[src/rtl/xp_pkg.sv]
`timescale 1ns/1ps
package xp_pkg;
  parameter int XP_PINS = 16;
  parameter int XP_LEGS = 4;
  localparam int XP_GW = XP_PINS / XP_LEGS;
  localparam int XP_IW = $clog2(XP_PINS);
  localparam int XP_LW = $clog2(XP_GW);
  localparam int XP_SW = $clog2(XP_LEGS);

  typedef enum logic [1:0] {
    MODE_COMB  = 2'd0,
    MODE_LATCH = 2'd1,
    MODE_REG   = 2'd2,
    MODE_RSV   = 2'd3
  } path_mode_e;

  typedef struct packed {
    logic                            force_en;
    logic                            force_val;
    logic                            oe_inv;
    logic [XP_IW-1:0]                oe_src;
    path_mode_e                      in_mode;
    path_mode_e                      out_mode;
    logic [2:0]                      ce_sel;
    logic [XP_IW-1:0]                ce_pin;
    logic [1:0]                      casc_len;
    logic [XP_LEGS-1:0][XP_IW-1:0]   sel_src;
    logic [XP_LEGS-1:0][XP_LW-1:0]   leg_sel;
  } cell_cfg_t;

  localparam int CELL_CFG_W = $bits(cell_cfg_t);
  localparam int ARRAY_CFG_W = CELL_CFG_W * XP_PINS;
endpackage

[src/rtl/xp_cfg_chain.sv]
`timescale 1ns/1ps
module xp_cfg_chain #(
  parameter int W = 8
) (
  input  logic         clk_i,
  input  logic         rst_ni,
  input  logic         shift_i,
  input  logic         data_i,
  input  logic         load_i,
  output logic [W-1:0] active_o,
  output logic         valid_o
);
  logic [W-1:0] shadow_q;

  always_ff @(posedge clk_i or negedge rst_ni) begin
    if (!rst_ni) begin
      shadow_q <= '0;
    end else if (shift_i) begin
      shadow_q <= {shadow_q[W-2:0], data_i};
    end
  end

  always_ff @(posedge clk_i or negedge rst_ni) begin
    if (!rst_ni) begin
      active_o <= '0;
      valid_o  <= 1'b0;
    end else if (load_i) begin
      active_o <= shadow_q;
      valid_o  <= 1'b1;
    end
  end
endmodule

[src/rtl/xp_stage.sv]
`timescale 1ns/1ps
module xp_stage
  import xp_pkg::*;
(
  input  logic       clk_i,
  input  logic       rst_ni,
  input  path_mode_e mode_i,
  input  logic       ce_i,
  input  logic       d_i,
  output logic       q_o
);
  // one storage bit serves both latch (flow-through) and register modes
  logic held_q;

  always_ff @(posedge clk_i or negedge rst_ni) begin
    if (!rst_ni)   held_q <= 1'b0;
    else if (ce_i) held_q <= d_i;
  end

  always_comb begin
    unique case (mode_i)
      MODE_LATCH: q_o = ce_i ? d_i : held_q;
      MODE_REG:   q_o = held_q;
      default:    q_o = d_i;
    endcase
  end
endmodule

[src/rtl/xp_cell.sv]
`timescale 1ns/1ps
module xp_cell
  import xp_pkg::*;
(
  input  logic [XP_PINS-1:0] pool_i,
  input  cell_cfg_t          cfg_i,
  output logic               r_o,
  output logic [1:0]         hi_o
);
  logic [XP_LEGS-1:0] leg;
  logic [XP_SW-1:0]   sel;

  for (genvar k = 0; k < XP_LEGS; k++) begin : g_leg
    assign leg[k] = pool_i[XP_IW'(k * XP_GW) + XP_IW'(cfg_i.leg_sel[k])];
  end

  assign sel  = {pool_i[cfg_i.sel_src[1]], pool_i[cfg_i.sel_src[0]]};
  assign r_o  = leg[sel];
  assign hi_o = {pool_i[cfg_i.sel_src[3]], pool_i[cfg_i.sel_src[2]]};
endmodule

[src/rtl/xp_crosspoint.sv]
`timescale 1ns/1ps
module xp_crosspoint
  import xp_pkg::*;
(
  input  logic               clk_i,
  input  logic               rst_ni,
  input  logic               cfg_shift_i,
  input  logic               cfg_data_i,
  input  logic               cfg_load_i,
  input  logic [3:0]         gce_i,
  input  logic [XP_PINS-1:0] pad_i,
  output logic [XP_PINS-1:0] pad_o,
  output logic [XP_PINS-1:0] pad_oe_o
);
  localparam int N = XP_PINS;
  localparam int UPW = 3;

  logic [ARRAY_CFG_W-1:0] act_vec;
  logic                   cfg_valid;
  cell_cfg_t [N-1:0]      cfg_q;
  logic [N-1:0]           cell_ce;
  logic [N-1:0]           pool;
  logic [N-1:0]           own_r;
  logic [N+UPW-1:0]       r_pad;
  logic [N-1:0]           mux_o;
  logic [N-1:0]           stage_o;

  xp_cfg_chain #(.W(ARRAY_CFG_W)) u_cfg (
    .clk_i    (clk_i),
    .rst_ni   (rst_ni),
    .shift_i  (cfg_shift_i),
    .data_i   (cfg_data_i),
    .load_i   (cfg_load_i),
    .active_o (act_vec),
    .valid_o  (cfg_valid)
  );

  assign cfg_q = act_vec;
  assign r_pad = {own_r, {UPW{1'b0}}};

  for (genvar i = 0; i < N; i++) begin : g_cell
    localparam logic [1:0] MAX_UP = (i > 3) ? 2'd3 : 2'(i);
    logic [1:0] hi;
    logic [1:0] eff_len;

    assign cell_ce[i] = cfg_q[i].ce_sel[2] ? pad_i[cfg_q[i].ce_pin]
                                           : gce_i[cfg_q[i].ce_sel[1:0]];

    xp_stage u_in (
      .clk_i  (clk_i),
      .rst_ni (rst_ni),
      .mode_i (cfg_q[i].in_mode),
      .ce_i   (cell_ce[i]),
      .d_i    (pad_i[i]),
      .q_o    (pool[i])
    );

    xp_cell u_mux (
      .pool_i (pool),
      .cfg_i  (cfg_q[i]),
      .r_o    (own_r[i]),
      .hi_o   (hi)
    );

    // cascade: high select picks a cell up to eff_len below this one
    assign eff_len = (cfg_q[i].casc_len > MAX_UP) ? MAX_UP : cfg_q[i].casc_len;

    always_comb begin
      mux_o[i] = own_r[i];
      if (eff_len != 2'd0 && hi != 2'd0 && hi <= eff_len) begin
        unique case (hi)
          2'd1:    mux_o[i] = r_pad[i+2];
          2'd2:    mux_o[i] = r_pad[i+1];
          default: mux_o[i] = r_pad[i];
        endcase
      end
    end

    xp_stage u_out (
      .clk_i  (clk_i),
      .rst_ni (rst_ni),
      .mode_i (cfg_q[i].out_mode),
      .ce_i   (cell_ce[i]),
      .d_i    (mux_o[i]),
      .q_o    (stage_o[i])
    );

    assign pad_o[i]    = cfg_q[i].force_en ? cfg_q[i].force_val : stage_o[i];
    assign pad_oe_o[i] = cfg_valid &
                         (cfg_q[i].force_en | (pool[cfg_q[i].oe_src] ^ cfg_q[i].oe_inv));
  end
endmodule

[config.mk]
export PLATFORM = sky130hd
export DESIGN_NAME = xp_crosspoint
export DESIGN_NICKNAME = d
export VERILOG_FILES = /design/src/rtl/xp_pkg.sv /design/src/rtl/xp_cfg_chain.sv /design/src/rtl/xp_stage.sv /design/src/rtl/xp_cell.sv /design/src/rtl/xp_crosspoint.sv
export SDC_FILE = /design/constraint.sdc
export NUM_CORES = 2
export LEC_CHECK = 0
export BUFFER_PORTS_ARGS = -buffer_cell sky130_fd_sc_hd__buf_2
export CAP_MARGIN = 40
export CORE_MARGIN = 2
export CORE_UTILIZATION = 40
export CTS_CLUSTER_SIZE = 10
export DETAILED_ROUTE_END_ITERATION = 7
export PLACE_DENSITY = 0.52
export SLEW_MARGIN = 20
export SYNTH_ARGS = -nofsm -noshare
export SYNTH_HDL_FRONTEND = slang
export SYNTH_SLANG_ARGS = --single-unit
[constraint.sdc]
create_clock -name clk_i -period 11.46 [get_ports clk_i]
set_clock_uncertainty 0.1 [all_clocks]
set_input_delay 0 -clock clk_i [delete_from_list [all_inputs] [get_ports clk_i]]
set_output_delay 0 -clock clk_i [all_outputs]
set_load 0.01 [all_outputs]
==> results_dict.tcl <==
set metrics [dict create \
    run_status "finished clean" \
    clk_latency_ns 0.84 \
    hold_ws_ns 0.168 \
    drv_slew 0 \
    core_area_um2 183000 \
    finish.utilization_pct 44.7 \
    wirelength_um 225000 \
    finalSetupViolCount 0 \
    area_growth_pct 11.0 \
    synth_most_common_cell "dfrtp_1" \
    grt_util_all_layers_pct 24.1 \
    post_cts_resized 0 \
    die-height_um 434 \
    cts_buffers 168 \
    die_w_um 434 \
    start_util_pct 40.3 \
    hold_depth 3 \
    pre_cts_slack_ns 4.86 \
    synth.yosys.warnings 0 \
    peakVddDrop_uv 154 \
    grt_pass1_wl_um 337000 \
    clock_sinks 1431 \
    cp.required_ns 11.36 \
    num-nets-final 5890 \
    syn_inst 5805 \
    vias_per_cell 5.89 \
    r2r_end "g_cell[4].u_out.held_q" \
    antenna_found_initial 10 \
    netlist_area_um2 73800 \
    syn_avg_cell_area_um2 12.7 \
    crit_start "u_cfg.active_o[422]" \
    drive_gt1_share_pct 35.6 \
    synth_top_area_share_pct 48.5 \
    design_area_um2 81900 \
    numPortBuffers 56 \
    worst_pin_slew_ns 1.04 \
    num_io_pins 57 \
    grt_pass1_vias 48849 \
    cp_max_fo 36 \
    min_from "cfg_load_i" \
    rows 157 \
    setup_tns_ns 0 \
    worstPathCellList "mux4_2 > a2bb2oi_1 > a41o_1 > o21ai_1 > nand3_4 > buf_4 > mux4_2 > nand2_1 > o21ai_0 > o21ai_0 > ha_1 > inv_1 > a21oi_1 > a21oi_1 > or3_1 > and2_1 > a211oi_2 > o31a_1 > buf_2" \
    power_density_nw_per_um2 141 \
    grt_max_degree 176 \
    grt_remaining_overflow 0 \
    slew_headroom_pct 30.7 \
    synthArstFlopShare_pct 100 \
    hold_end "u_cfg.active_o[12]" \
    cts_setup_buffers 0 \
    synthTopCellsByCount "dfrtp_1, mux2_2, nand2_1, clkbuf_1, mux4_2" \
    finalCriticalPeriod_ns 7.56 \
    place_hpwl_um 142000 \
    firstDrtPassIters 6 \
    cp-end-kind "primary output" \
    hold_class "in -> reg" \
    yosysTopAreaCell "dfrtp_1" \
    fin_total_pwr_mw 11.6 \
    cts-htree-levels 4 \
    clock-root-buffer "clkbuf_16" \
    rr_worst_depth 18 \
    synth_area_leaders "dfrtp_1, mux2_2, mux4_2, ha_1, mux2i_1" \
    dpl_cell_area_um2 76700 \
    cp.arrival_ns 7.46 \
    reg2reg_from "u_cfg.active_o[422]" \
    ys.flop_type "dfrtp_1" \
    drt_iter0_markers 4420 \
    finalCritPeriodShare_pct 66.0 \
    max_freq_ghz 0.132 \
    yosysSeqAreaShare_pct 48.5 \
    rsz0062_at_grt "no" \
    finalNonFillerCells 8274 \
    hold_buffers 23 \
    cts_buffer_depth 3 \
    hold_viol_final 0 \
    globalplace.congestion 0.870 \
    p_leak_nw 36.7 \
    timing.final.ws_setup_ns 3.90 \
    ys_ff_latch 1431 \
    maxCapViolCount 0 \
    max_stage_delay_ns 0.68 \
    worstSetupStartpointType "register" \
    cp.buffers_inverters 3 \
    slowest_stage "a211oi_2" \
    syn-num-nets 5964 \
    wl_per_cell_um 27.2 \
    die-area_um2 188000 \
    path_clk_slew_ns 0.06 \
    ff2ff_setup_slack_ns 4.75 \
    drcViolationCount 0 \
    crit_family "compound AO/OA/AOI/OAI gates" \
    place_inst 7997 \
    ys_types 107 \
    cts_tree "done" \
    dr_total_vias 48757 \
    detail-route-antenna-nets 0 \
    crit_type "reg -> out" \
    n_fill_cell 16576 \
    synth_edf_count 0 \
]
-- where the power goes --
group	internal, mW	total [mW]	switching, mW
Sequential	5.14	5.23	0.0898
Clock	2.76	4.94	2.18
Combinational	0.513	1.41	0.895
Total	8.42	11.6	3.16
-- sequential cells by signal (all words and copies together) (netlist names) --
| name | cells |
|---|---|
| u_cfg.active_o | 694 |
| g_cell.u_in.held_q | 16 |
| u_cfg.shadow_q | 704 |
| u_cfg.valid_o | 1 |
| g_cell.u_out.held_q | 16 |
-- worst register-to-register path, delay by kind of cell (launching register included) --
kind / cells / cell delay [ns]
AO/OA/AOI/OAI: 8 / 2.43
flip-flops: 1 / 0.55
multiplexers: 3 / 1.42
adder cells (fa/ha/maj): 1 / 0.24
buffers and inverters: 2 / 0.64
AND/OR/NAND/NOR: 4 / 1.30
-- placed cells by master, fill, tap and decap left out, types with 45 or more instances in the layout --
cell and count:
nor3_1 73, ha_1 134, a21oi_1 128, buf_2 58, mux2i_1 153, inv_1 201
dfrtp_1 1431, nand3_1 76, nand2_1 395, buf_4 84, o21ai_0 314, clkbuf_16 168
mux4_2 329, nor2_1 141, mux2_2 1289, clkbuf_1 45
-- kinds of logic (layout without fill, tap and decap cells) --
logic type | count (synthesis) | after routing | share of synthesized area (%)
AOI/OAI and AO/OA | 818 | 818 | 7.18
and+or+nand+nor | 985 | 985 | 6.53
xor gates and xnor gates | 16 | 16 | 0.190
adders and majority gates | 134 | 134 | 2.27
other | 1 | 8 | 0.00508
muxes | 1777 | 1777 | 31.9
DFF | 1431 | 1431 | 48.5
buffers and inverters | 643 | 641 | 3.41
-- metal layers --
metal  up-vias  share of wire (%)  global-route usage (%)
met4         2                3.4                    8.28
met1     25595                 44                    33.8
met2      1527                 46                    37.8
met3       420                6.0                    4.16
met5         -             0.0080                       0
li1      21213                  -                       -
-- layout make-up --
| type | count | area, µm² | share of cell area [%] |
|---|---|---|---|
| Sequential cell | 1431 | 35800 | 43.7 |
| Timing Repair Buffer | 194 | 1760 | 2.15 |
| Inverter | 205 | 769 | 0.939 |
| Clock inverter | 20 | 362 | 0.441 |
| Antenna cell | 7 | 17.5 | 0.0214 |
| Clock buffer | 222 | 4500 | 5.49 |
| Tap cell | 2464 | 3080 | 3.76 |
| Multi-Input combinational cell | 3731 | 35600 | 43.5 |
-- worst max-delay path by stage --
stage / cells after the start / slack, ns / endpoint
2_1_floorplan: 23 / 6.31 / pad_o[15]
3_3_place_gp: 15 / 4.39 / pad_o[5]
3_5_place_dp: 15 / 4.86 / pad_o[4]
4_1_cts: 19 / 3.93 / pad_o[4]
5_1_grt: 19 / 3.59 / pad_o[4]
6_report: 19 / 3.90 / pad_o[4]
(Power assumes the default switching activity.)
